File: config.mk
export PLATFORM = sky130hd
export DESIGN_NAME = xpt_cfg_ctrl
export DESIGN_NICKNAME = d
export VERILOG_FILES = /design/src/rtl/xpt_pkg.sv /design/src/rtl/xpt_stage_rank.sv /design/src/rtl/xpt_hold_rank.sv /design/src/rtl/xpt_decode.sv /design/src/rtl/xpt_cfg_ctrl.sv
export SDC_FILE = /design/constraint.sdc
export NUM_CORES = 1
export LEC_CHECK = 0
export CAP_MARGIN = 30
export CORE_AREA = 3 3 419 421
export DETAILED_ROUTE_END_ITERATION = 12
export DIE_AREA = 0 0 422 424
export DONT_BUFFER_PORTS = 1
export PLACE_DENSITY = 0.3
export SETUP_SLACK_MARGIN = 0.3
export SYNTH_ARGS = -nofsm -noshare
export SYNTH_HDL_FRONTEND = slang
export SYNTH_SLANG_ARGS = --single-unit
File: constraint.sdc
create_clock -name clk -period 1.44 [get_ports clk]
set_input_delay 0.288 -clock clk [delete_from_list [all_inputs] [get_ports clk]]
set_output_delay 0.288 -clock clk [all_outputs]
set_load 0.03 [all_outputs]
File: src/rtl/xpt_pkg.sv
package xpt_pkg;
  // Loading style chosen by the mode pin.
  typedef enum logic {
    LOAD_PAR = 1'b0,
    LOAD_SER = 1'b1
  } load_mode_e;

  localparam int DEF_N_OUT = 32;
  localparam int DEF_N_IN  = 32;
endpackage

File: src/rtl/xpt_stage_rank.sv
// First configuration rank: a shift chain that also accepts addressed writes.
module xpt_stage_rank
  import xpt_pkg::*;
#(
  parameter int N_OUT  = DEF_N_OUT,
  parameter int ENT_W  = 6,
  parameter int ADDR_W = 5,
  localparam int CHAIN_W = N_OUT * ENT_W
) (
  input  logic               clk,
  input  logic               rst_n,
  input  logic               ser_mode,
  input  logic               wr_en,
  input  logic               ser_in,
  input  logic [ADDR_W-1:0]  par_addr,
  input  logic [ENT_W-1:0]   par_data,
  output logic [CHAIN_W-1:0] stage_q,
  output logic               ser_out
);
  logic [CHAIN_W-1:0] chain_q, chain_nxt;
  load_mode_e         mode;

  assign mode = load_mode_e'(ser_mode);

  always_comb begin
    chain_nxt = chain_q;
    if (wr_en) begin
      if (mode == LOAD_SER) begin
        // New bits enter at the low end; the entry for output 0 sits there.
        chain_nxt = {chain_q[CHAIN_W-2:0], ser_in};
      end else begin
        for (int e = 0; e < N_OUT; e++) begin
          if (par_addr == ADDR_W'(e)) begin
            chain_nxt[e*ENT_W +: ENT_W] = par_data;
          end
        end
      end
    end
  end

  always_ff @(posedge clk or negedge rst_n) begin
    if (!rst_n) chain_q <= '0;
    else        chain_q <= chain_nxt;
  end

  assign stage_q = chain_q;
  assign ser_out = chain_q[CHAIN_W-1];
endmodule

File: src/rtl/xpt_hold_rank.sv
// Second configuration rank: the only state that steers the matrix.
module xpt_hold_rank #(
  parameter int CHAIN_W = 192
) (
  input  logic               clk,
  input  logic               rst_n,
  input  logic               upd_n,
  input  logic [CHAIN_W-1:0] stage_d,
  output logic [CHAIN_W-1:0] live_q
);
  always_ff @(posedge clk or negedge rst_n) begin
    if (!rst_n)      live_q <= '0;
    else if (!upd_n) live_q <= stage_d;
  end
endmodule

File: src/rtl/xpt_decode.sv
// Turns every live entry into a one-hot select group plus a drive enable.
module xpt_decode #(
  parameter int N_OUT = 32,
  parameter int N_IN  = 32,
  parameter int IDX_W = 5,
  localparam int ENT_W   = IDX_W + 1,
  localparam int CHAIN_W = N_OUT * ENT_W
) (
  input  logic [CHAIN_W-1:0]    live,
  output logic [N_OUT*N_IN-1:0] sel,
  output logic [N_OUT-1:0]      out_en
);
  for (genvar o = 0; o < N_OUT; o++) begin : g_out
    logic [IDX_W-1:0] idx;
    logic             en_bit;
    logic             valid;

    assign idx    = live[o*ENT_W +: IDX_W];
    assign en_bit = live[o*ENT_W + IDX_W];
    // An index beyond the input count cannot drive anything.
    assign valid  = en_bit && (int'(idx) < N_IN);
    assign out_en[o] = valid;

    for (genvar i = 0; i < N_IN; i++) begin : g_in
      assign sel[o*N_IN + i] = valid && (idx == IDX_W'(i));
    end
  end
endmodule

File: src/rtl/xpt_cfg_ctrl.sv
module xpt_cfg_ctrl
  import xpt_pkg::*;
#(
  parameter int N_OUT = DEF_N_OUT,
  parameter int N_IN  = DEF_N_IN,
  localparam int IDX_W   = (N_IN  > 1) ? $clog2(N_IN)  : 1,
  localparam int ADDR_W  = (N_OUT > 1) ? $clog2(N_OUT) : 1,
  localparam int ENT_W   = IDX_W + 1,
  localparam int CHAIN_W = N_OUT * ENT_W
) (
  input  logic                    clk,
  input  logic                    rst_n,
  input  logic                    ser_mode,
  input  logic                    wr_en,
  input  logic                    ser_in,
  input  logic [ADDR_W-1:0]       par_addr,
  input  logic [ENT_W-1:0]        par_data,
  input  logic                    upd_n,
  output logic                    ser_out,
  output logic [N_OUT*N_IN-1:0]   xpt_sel,
  output logic [N_OUT-1:0]        out_en
);
  logic [CHAIN_W-1:0] stage_w;
  logic [CHAIN_W-1:0] live_w;

  xpt_stage_rank #(
    .N_OUT (N_OUT),
    .ENT_W (ENT_W),
    .ADDR_W(ADDR_W)
  ) u_stage (
    .clk     (clk),
    .rst_n   (rst_n),
    .ser_mode(ser_mode),
    .wr_en   (wr_en),
    .ser_in  (ser_in),
    .par_addr(par_addr),
    .par_data(par_data),
    .stage_q (stage_w),
    .ser_out (ser_out)
  );

  xpt_hold_rank #(
    .CHAIN_W(CHAIN_W)
  ) u_hold (
    .clk    (clk),
    .rst_n  (rst_n),
    .upd_n  (upd_n),
    .stage_d(stage_w),
    .live_q (live_w)
  );

  xpt_decode #(
    .N_OUT(N_OUT),
    .N_IN (N_IN),
    .IDX_W(IDX_W)
  ) u_dec (
    .live  (live_w),
    .sel   (xpt_sel),
    .out_en(out_en)
  );
endmodule

* After elaboration in Yosys (flattened, before gate mapping) *
Index checks and enable logic that the tools add are counted.
Widths: inputs -> output; s select.

operators by class
  eq/ne operators = 1,023
  muxes and demuxes = 33
  reduce and logical (&&, ||, !) cells = 1,121

operators with widths
  kind                count
  $eq 5x5->1 const B  528
  $eq 5x4->1 const B  264
  $logic_and 1x1->1   1,024
  $eq 5x3->1 const B  132
  $eq 5x2->1 const B  66
  $mux 192            1
  $mux 6              32
  $eq 5x1->1 const B  33
  $logic_not 5->1     33
  $reduce_and 2->1    32
  $reduce_bool 2->1   32

storage, ports and cells
  register bits = 384
  input bits = 17
  output and inout bits = 1,057
  word-level logic and storage cells = 2,210

* Logic depth before layout (Yosys ltp) *
Gate-level depths: netlist of the first run.

  depth after elaboration = 3
  mapped depth = 7
  mapped depth without buffers = 3

* By module *
From an unflattened synthesis of the first run, not the netlist that was laid out.

unflattened totals
  cells, all modules = 3,310
  area, all modules = 26,035.0 µm²

modules (own cells, without submodules)
  module          instances  cells each  area an instance (µm²)  sequential area each (µm²)
  xpt_stage_rank  1          1,369       11,230.8                4,804.6
  xpt_decode      1          1,536       7,607.3                 0.0
  xpt_hold_rank   1          405         7,196.9                 4,804.6

* Worst setup path before layout of the first run *
Ideal clock, no wire load.

  path type = reg2out
  start point = register u_hold.live_q[81]
  end point = output port xpt_sel[436]
  arrival time = 1,479 ps
  data required time = 1,152 ps
  slack = -327 ps
  stages on the path, launching flop included = 4
  buffers on the path = 1
  cell sequence = dfrtp_1 -> clkbuf_1 -> nand4b_1 -> nor3_1

between the ends
  cells in the longest elaborated chain, start to end = 2

RTL lines
  element                 RTL line             source
  start, declared         xpt_hold_rank.sv:9   output logic [CHAIN_W-1:0] live_q
  start signal, assigned  xpt_hold_rank.sv:13  else if (!upd_n) live_q <= stage_d;
  $eq 5x5->1              xpt_decode.sv:25     assign sel[o*N_IN + i] = valid && (idx == IDX_W'(i));
  $logic_and 1x1->1       xpt_decode.sv:25
  end, declared           xpt_cfg_ctrl.sv:20   output logic [N_OUT*N_IN-1:0] xpt_sel,

No other way between the ends.

* Worst setup path after layout of the first run *
  start point = input port ser_mode
  end point = register u_stage.chain_q[191] (netlist: u_stage.stage_q[191])

between the ends
  cells in the longest elaborated chain, start to end = 2
  elaborated cells on any way between the ends = 3
  those cells by class = mux: 1; reduce/logical: 2

RTL lines
  element                             RTL line              source
  start, declared                     xpt_cfg_ctrl.sv:13    input logic ser_mode,
  $reduce_bool 2->1 (no source line)  n/a
  $reduce_and 2->1 (no source line)   n/a
  end signal, assigned                xpt_stage_rank.sv:43  else chain_q <= chain_nxt;
  end, declared                       xpt_stage_rank.sv:20  logic [CHAIN_W-1:0] chain_q, chain_nxt;

Several ways; a longest one is shown, not always the timed one.
A chain may end at the register's enable or synchronous reset.

==> results.md, run 1 <==
* Status: complete, but fails checks
* Failing checks: hold timing, slew limit, setup timing
* Post-synthesis mux area share at under 10%
* Top cells by count, synth: nor2_1 (1,036), dfrtp_1 (384), a21oi_1 (383), o21ai_0 (348), clkbuf_1 (203)
* Die width at 422 µm
* Gate power share at 50.3%
* Count of pins over their slew limit at 250
* Antenna Nets Post-Route at 0
* Nets at approximately 4,600
* H-tree levels at 2
* CTS Buf Count at 52
* Final worst path period need at 2.24 ns
* Share of post-route cells with drive strength above 1 at 63.7%
* Final worst slack at -0.799 ns
* Area contributors post-synth: dfrtp_1 (38%), nor2_1 (15%), mux2_2 (8.5%), a21oi_1 (7.5%), o21ai_0 (6.8%)
* Worst R2R Path Depth at 3
* Clock-pin slew on the worst setup and hold paths at 0.06 ns
* Post-synth EDFFs at 0
* Net load switching power at about 0.026 W
* Dominant cell type by area after synthesis: dfrtp_1
* Synth Net Count at about 3,500
* Max FO, Critical Path at 348
* RSZ-0062 raised after global routing: true
* Pwr/cell area at 1190 nW/µm²
* Seq pwr share at 28.1%
* Synth Warn # at 0
* DRC viols at 0
* Largest net degree at the start of global routing at around 400
* Starting Density at 14.8%
* Sw Ratio at 43.6%
* Initial antenna violation count at 8
* Commonest register cell after synthesis: dfrtp_1
* Yosys reg bits at 384
* Fmax achieved at 447 MHz
* Via count at just under 30,000
* Worst R2R Start: u_hold.live_q[59]
* CTS tree: built
* Hold Path Class: primary input to asynchronous set/reset pin
* Setup TNS at -596.40 ns
* IO Port Bufs at 0
* Fin crit share at 155%
* P_int at about 0.034 W
* End of the worst register-to-register path: u_hold.live_q[59]
* Die height at 424 µm
* Most frequent cell after synthesis: nor2_1
* Hold_ws at -0.609 ns
* Rel. slew slack at -72.8%
* First-pass GRT wire length at 210,000 µm
* Clock root buffer: clkbuf_16
* Worst Path Required at 1.97 ns
* Final setup viols at 1,159
* Core area at between 150,000 and 200,000 µm²
* Io pins at 1,074
* Die ar. at 179,000 µm²
* Post-synth ARST share at 100%
* Synth Area in Compound Gates at 15.1%
* Routability Congestion at 0.868
* Simple-Gate Fraction of Synth Area at around a third
* Vias in the first global route at 29,353
* WL per Instance at 21.2 µm
* Detailed Place HPWL at 101,000 µm
* R2R setup slack at 0.33 ns
* Main combinational cell family by area after synthesis: simple AND/OR/NAND/NOR gates
* Clock latency on the worst-skew pair at 0.60 ns
* Total GRT Usage at 15.3%
* Gr ovfl total at 0
* Syn Inst Count at 3,438
* Worst Setup End Kind: register
* Worst slew pin tran at between 2 and 3 ns
* Synth Area in XOR/XNOR at 0%
* First DRT Iteration DRCs at 1,649
* Fin. Hold Viols at 404
* Max Root-Sink Buffers at 3
* Fraction of post-synthesis cell area in the top cell type by area at a little under two fifths
* Lkg Pwr at 19.2 nW
* Skew final at between 0.01 and 0.015 ns
* Placed Area at 39,100 µm²
* Vias/cell at around 4.3
* Max-cap violations at 0
* Cell variety after synth at 32
* Clk network pwr share at 21.6%
* 1st-pass router iterations at 6
* DRT Wirelength at 146,000 µm
* Final instance area at around 50,000 µm²
* Register area share after synthesis at a little under two fifths
* Adder-Cell Fraction of Synth Area at 0%
* Synthesized area at between 20,000 and 30,000 µm²
* Setup crit start kind: primary input
* CP Class: primary input to register
* Clk sink count at 384
* VDD IR max at 0.000722 V
* Data arrival, critical path at 2.77 ns
* # rows at 152
* Avg Synthesized Cell Area at 7.40 µm²
* Syn-to-layout area delta at 98.9%
metrics by stage:
step | util (%) | instances | total power (W) | worst slack [ns]
detailed placement | 22.8 | 6600 | 0.0374 | -0.194
global placement | 22.8 | 6600 | 0.0374 | -0.186
finish | 29.5 | 6902 | 0.0604 | -0.799
CTS | 27.2 | 6809 | 0.0573 | -0.720
floorplan | - | 3438 | 0.0305 | -0.118
global route | 29.5 | 6899 | 0.0638 | -0.788
power groups by stage:
stage,Clock [W],Combinational (W),Sequential (W)
3_3_place_gp,0,0.0211,0.0163
5_1_grt,0.0141,0.0322,0.0175
6_report,0.0131,0.0304,0.0170
4_1_cts,0.0137,0.0268,0.0168
2_1_floorplan,0,0.0151,0.0154
3_5_place_dp,0,0.0211,0.0163
worst max-delay path by stage:
stage / start / to
after CTS: u_hold.live_q[4] / xpt_sel[8]
after global placement: u_hold.live_q[154] / xpt_sel[807]
after detailed placement: u_hold.live_q[152] / xpt_sel[807]
final: ser_mode / u_stage.stage_q[191]
after global routing: u_hold.live_q[4] / xpt_sel[15]
after floorplan: u_hold.live_q[126] / xpt_sel[690]
worst max-delay path: stages:
cell and delay, ns:
nand2_1 0.95, o22ai_1 0.19, a21oi_1 0.15
kinds of logic (layout without fill, tap and decap cells):
| kind of cell | after synthesis | in the layout |
|---|---|---|
| other | 0 | 3 |
| and+or+nand+nor | 1773 | 1773 |
| DFF | 384 | 384 |
| buffers and inverters | 323 | 1474 |
| AOI/OAI and AO/OA | 766 | 766 |
| muxes | 192 | 192 |
metal layers:
layer	part of all wire (%)	global-route usage [%]
met2	50	26.5
met4	2.4	3.78
met5	0	0
met3	5.0	2.49
met1	42	19.7
registers in the layout, summed over array words and instances, names as in the netlist:
name             flops
u_stage.stage_q    192
u_hold.live_q      192
area by class of cell:
type	count	area, µm²
antenna	3	7.51
multi-input combinational	2731	22900
fill	18153	121000
sequential	384	9770
clock buffer	73	1470
timing repair buffer	1385	13400
tap	2310	2890
clock inverter	16	199
repair_timing:
item,4_1_cts,5_1_grt
hold endpoints to repair,569,478
hold buffers,3,2
setup endpoints to repair,1058,1058
resized for setup,1288,802
setup buffers,117,88
pin swaps,240,148
placed cells by master, fill, tap and decap left out, types with 29 or more instances in the layout:
| cell | Yosys | final |
|---|---|---|
| o21ai_1 | 29 | 29 |
| nor2_4 | 0 | 610 |
| nand2_2 | 0 | 29 |
| buf_4 | 38 | 743 |
| nand3b_1 | 191 | 191 |
| dfrtp_1 | 384 | 258 |
| buf_12 | 0 | 69 |
| nor2_2 | 0 | 60 |
| buf_6 | 0 | 561 |
| clkbuf_16 | 0 | 53 |
| nand2_4 | 0 | 64 |
| nor2b_4 | 0 | 87 |
| nand3_2 | 0 | 36 |
| or2_4 | 0 | 29 |
| a21oi_1 | 383 | 383 |
| nand2b_4 | 0 | 69 |
| nor2_1 | 1036 | 366 |
| nand4_1 | 33 | 33 |
| dfrtp_2 | 0 | 126 |
| o21ai_0 | 348 | 348 |
| mux2_2 | 192 | 192 |
| nand3_4 | 0 | 86 |
(Power assumes the default switching activity.)
==> run 2: changes to the inputs <==
Settings changed: ABC_AREA from default to 1, CORE_AREA 3 3 419 421 to 3 3 414 416, DIE_AREA 0 0 422 424 to 0 0 417 419, REMOVE_ABC_BUFFERS from default to 1, SLEW_MARGIN from default to 25.
==> run 2 against run 1 <==
  * The flow finishes with violations (hold timing, setup timing)
  * Utilization down 0.38 points
  * First-iteration DRC count down 13%
  * Wire length down 2.3%
  * Design area down 3.7%
  * Combinational power down 41%
  * Synthesized cell count up 20%
  * Via count up 4.9%
  * Setup slack better by 0.11 ns
  * Non-clock buffer count up 156
==> results.md, run 2 <==
* Status: complete, but fails checks
* Failing checks: hold timing, setup timing
* Io pins at 1,074
* Die width at around 420 µm
* Most frequent cells in the layout: buf_4 (916), nand2_1 (834), nor2_1 (679), buf_6 (542), nor2_4 (434)
* Final setup viols at 1,056
* CTS Buf Count at 51
* Gr ovfl total at 0
* First-pass GRT wire length at 207,000 µm
* Commonest non-fill, non-tap cell in the layout: buf_4
* Vias/cell at 4.01
* Die height at 419 µm
* Final worst path period need at 2.13 ns
* Placed Area at 37,900 µm²
* Max FO, Critical Path at 3
* Nets at 5,538
* Largest net degree at the start of global routing at 385
* Final instance area at approximately 49,000 µm²
* DRC viols at 0
* Worst Setup End Kind: primary output
* Post-synth EDFFs at 0
* Post-synth ARST share at 100%
* Fin. Hold Viols at 391
* Register area share after synthesis at slightly below 40%
* Layout filler cell count at 18,370
* Final worst slack at -0.689 ns
* Worst Path Required at 1.15 ns
* Fraction of post-synthesis cell area in the top cell type by area at 38.6%
* Placed cells at 7,540
* Power consumption at 0.0457 W
* Data arrival, critical path at 1.84 ns
* Skew final at just under 0.03 ns
* Starting Density at 14.9%
* Dominant cell type by area after synthesis: dfrtp_1
* Core area at 168,000 µm²
* Syn-to-layout area delta at 95.9%
* Max-cap violations at 0
* Vias in the first global route at 30,799
* Hold-fix buffers at CTS at 2
* Routability Congestion at slightly above 0.9
* DRT Wirelength at 143,000 µm
* Worst slew pin tran at around 1.2 ns
* Initial antenna violation count at 1
* Antenna Nets Post-Route at 0
* Cell variety after synth at 22
* Avg Synthesized Cell Area at 6.02 µm²
* VDD IR max at between 0.0007 and 0.0008 V
* Syn Inst Count at 4,135
* Rel. slew slack at 19.9%
* Clock-pin slew on the worst setup and hold paths at roughly 0.06 ns
* Synthesized area at approximately 25,000 µm²
* Setup crit start kind: register
* IO Port Bufs at 0
* Yosys reg bits at 384
* Pwr/cell area at 936 nW/µm²
* Via count at a little over 30,000
* Area contributors post-synth: dfrtp_1 (39%), nand2_1 (19%), nor2_1 (18%), o21ai_0 (6.8%), inv_1 (6.3%)
* Max Root-Sink Buffers at 3
* Clock root buffer: clkbuf_16
* Lkg Pwr at 22.4 nW
* Most frequent cell after synthesis: nand2_1
* First DRT Iteration DRCs at 1,428
* Total GRT Usage at 15.4%
* Share of post-route cells with drive strength above 1 at ~52%
* Synth Warn # at 0
* Fmax achieved at 470 MHz
* Commonest register cell after synthesis: dfrtp_1
* Hold_ws at -0.580 ns
* Finished Layout Cells at 7,764
* 1st-pass router iterations at 5
* Die ar. at 175,000 µm²
* CP Class: register to primary output
* H-tree levels at 2
* Count of pins over their slew limit at 0
* WL per Instance at about 18 µm
* Clock latency on the worst-skew pair at 0.61 ns
* CTS tree: built
* Detailed Place HPWL at around 110,000 µm
* Hold Path Class: primary input to asynchronous set/reset pin
* # rows at 150
* Clk sink count at 384
* RSZ-0062 raised after global routing: true
* Top cells by count, synth: nand2_1 (1,227), nor2_1 (1,217), inv_1 (417), dfrtp_1 (384), o21ai_0 (336)
* Fin crit share at 148%
-- run 2: cell types whose count changed after synthesis, sizes merged, moves of 187 or more --
cell and delta:
a21oi -383, nand3b -191, mux2 -191, inv +422, nor2 +187, nand2 +1164
-- run 2: layout make-up --
| type | instances | area (µm²) | area share, % |
|---|---|---|---|
| flip-flops and latches | 384 | 9780 | 20.0 |
| well taps | 2204 | 2760 | 5.65 |
| clock buffers | 75 | 1480 | 3.03 |
| clock inverters | 16 | 209 | 0.428 |
| repair buffers | 1541 | 14600 | 29.8 |
| inverters | 423 | 1660 | 3.41 |
| diodes | 1 | 2.50 | 0.00513 |
| multi-input cells | 3120 | 18300 | 37.6 |
-- run 2: cells by family (layout without fill, tap and decap cells) --
group	count (synthesis)	after routing	synth area share, %
flip-flops	384	384	38.6
AND/OR/NAND/NOR	2736	2737	43.2
multiplexers	1	1	0.0452
buffers and inverters	632	2055	10.5
other	0	1	0
AO/OA/AOI/OAI	382	382	7.68
-- run 2: stage by stage --
| stage | worst slack, ns | setup TNS [ns] | util [%] | hold WS [ns] |
|---|---|---|---|---|
| after detailed placement | -0.548 | -20.69 | 22.6 | 0.0258 |
| after global routing | -0.790 | -678.98 | 29.1 | -0.641 |
| after CTS | -0.799 | -641.52 | 27.4 | -0.666 |
| final | -0.689 | -544.30 | 29.1 | -0.580 |
| after global placement | -0.553 | -20.28 | 22.6 | 0.0275 |
| after floorplan | -1.71 | -507.60 | - | -0.00759 |
-- run 2: what timing repair did --
action	CTS	global route
setup endpoints to repair	1059	1062
resized for setup	1688	773
hold endpoints to repair	718	490
pin swaps	321	194
gates cloned	5	3
setup buffers	94	28
-- run 2: metal layers --
| metal | vias to the layer above | share of wire [%] | track usage [%] |
|---|---|---|---|
| met5 | - | 0 | 0 |
| met4 | 0 | 1.9 | 2.82 |
| met1 | 14990 | 42 | 19.5 |
| met3 | 140 | 3.7 | 2.00 |
| li1 | 15342 | - | - |
| met2 | 651 | 52 | 28.2 |
-- run 2: worst paths after layout --
check / start / to / slack [ns] / cells past startpoint
worst min-delay path: rst_n / u_hold.live_q[116] / -0.58 / 0
min in group clk: wr_en / u_stage.stage_q[14] / -0.03 / 2
max in group asynchronous: rst_n / u_hold.live_q[149] / 0.98 / 0
worst min register to register: u_stage.stage_q[87] / u_stage.stage_q[87] / 0.47 / 2
worst max-delay path: u_hold.live_q[103] / xpt_sel[544] / -0.69 / 7
worst max register to register: u_stage.stage_q[125] / u_stage.stage_q[126] / 0.28 / 4
-- run 2: report_power, final --
part | switching [W] | internal, W
clock | 0.00525 | 0.00780
sequential | 0.00209 | 0.0126
combinational | 0.0111 | 0.00679
total | 0.0184 | 0.0272
-- run 2: worst max-delay path: stages, from the launching register on --
cell and delay (ns):
dfrtp_2 0.42, buf_4 0.14, nor2_4 0.09, buf_6 0.14, nand2_4 0.07, nor2_4 0.11, buf_6 0.12, buf_6 0.13
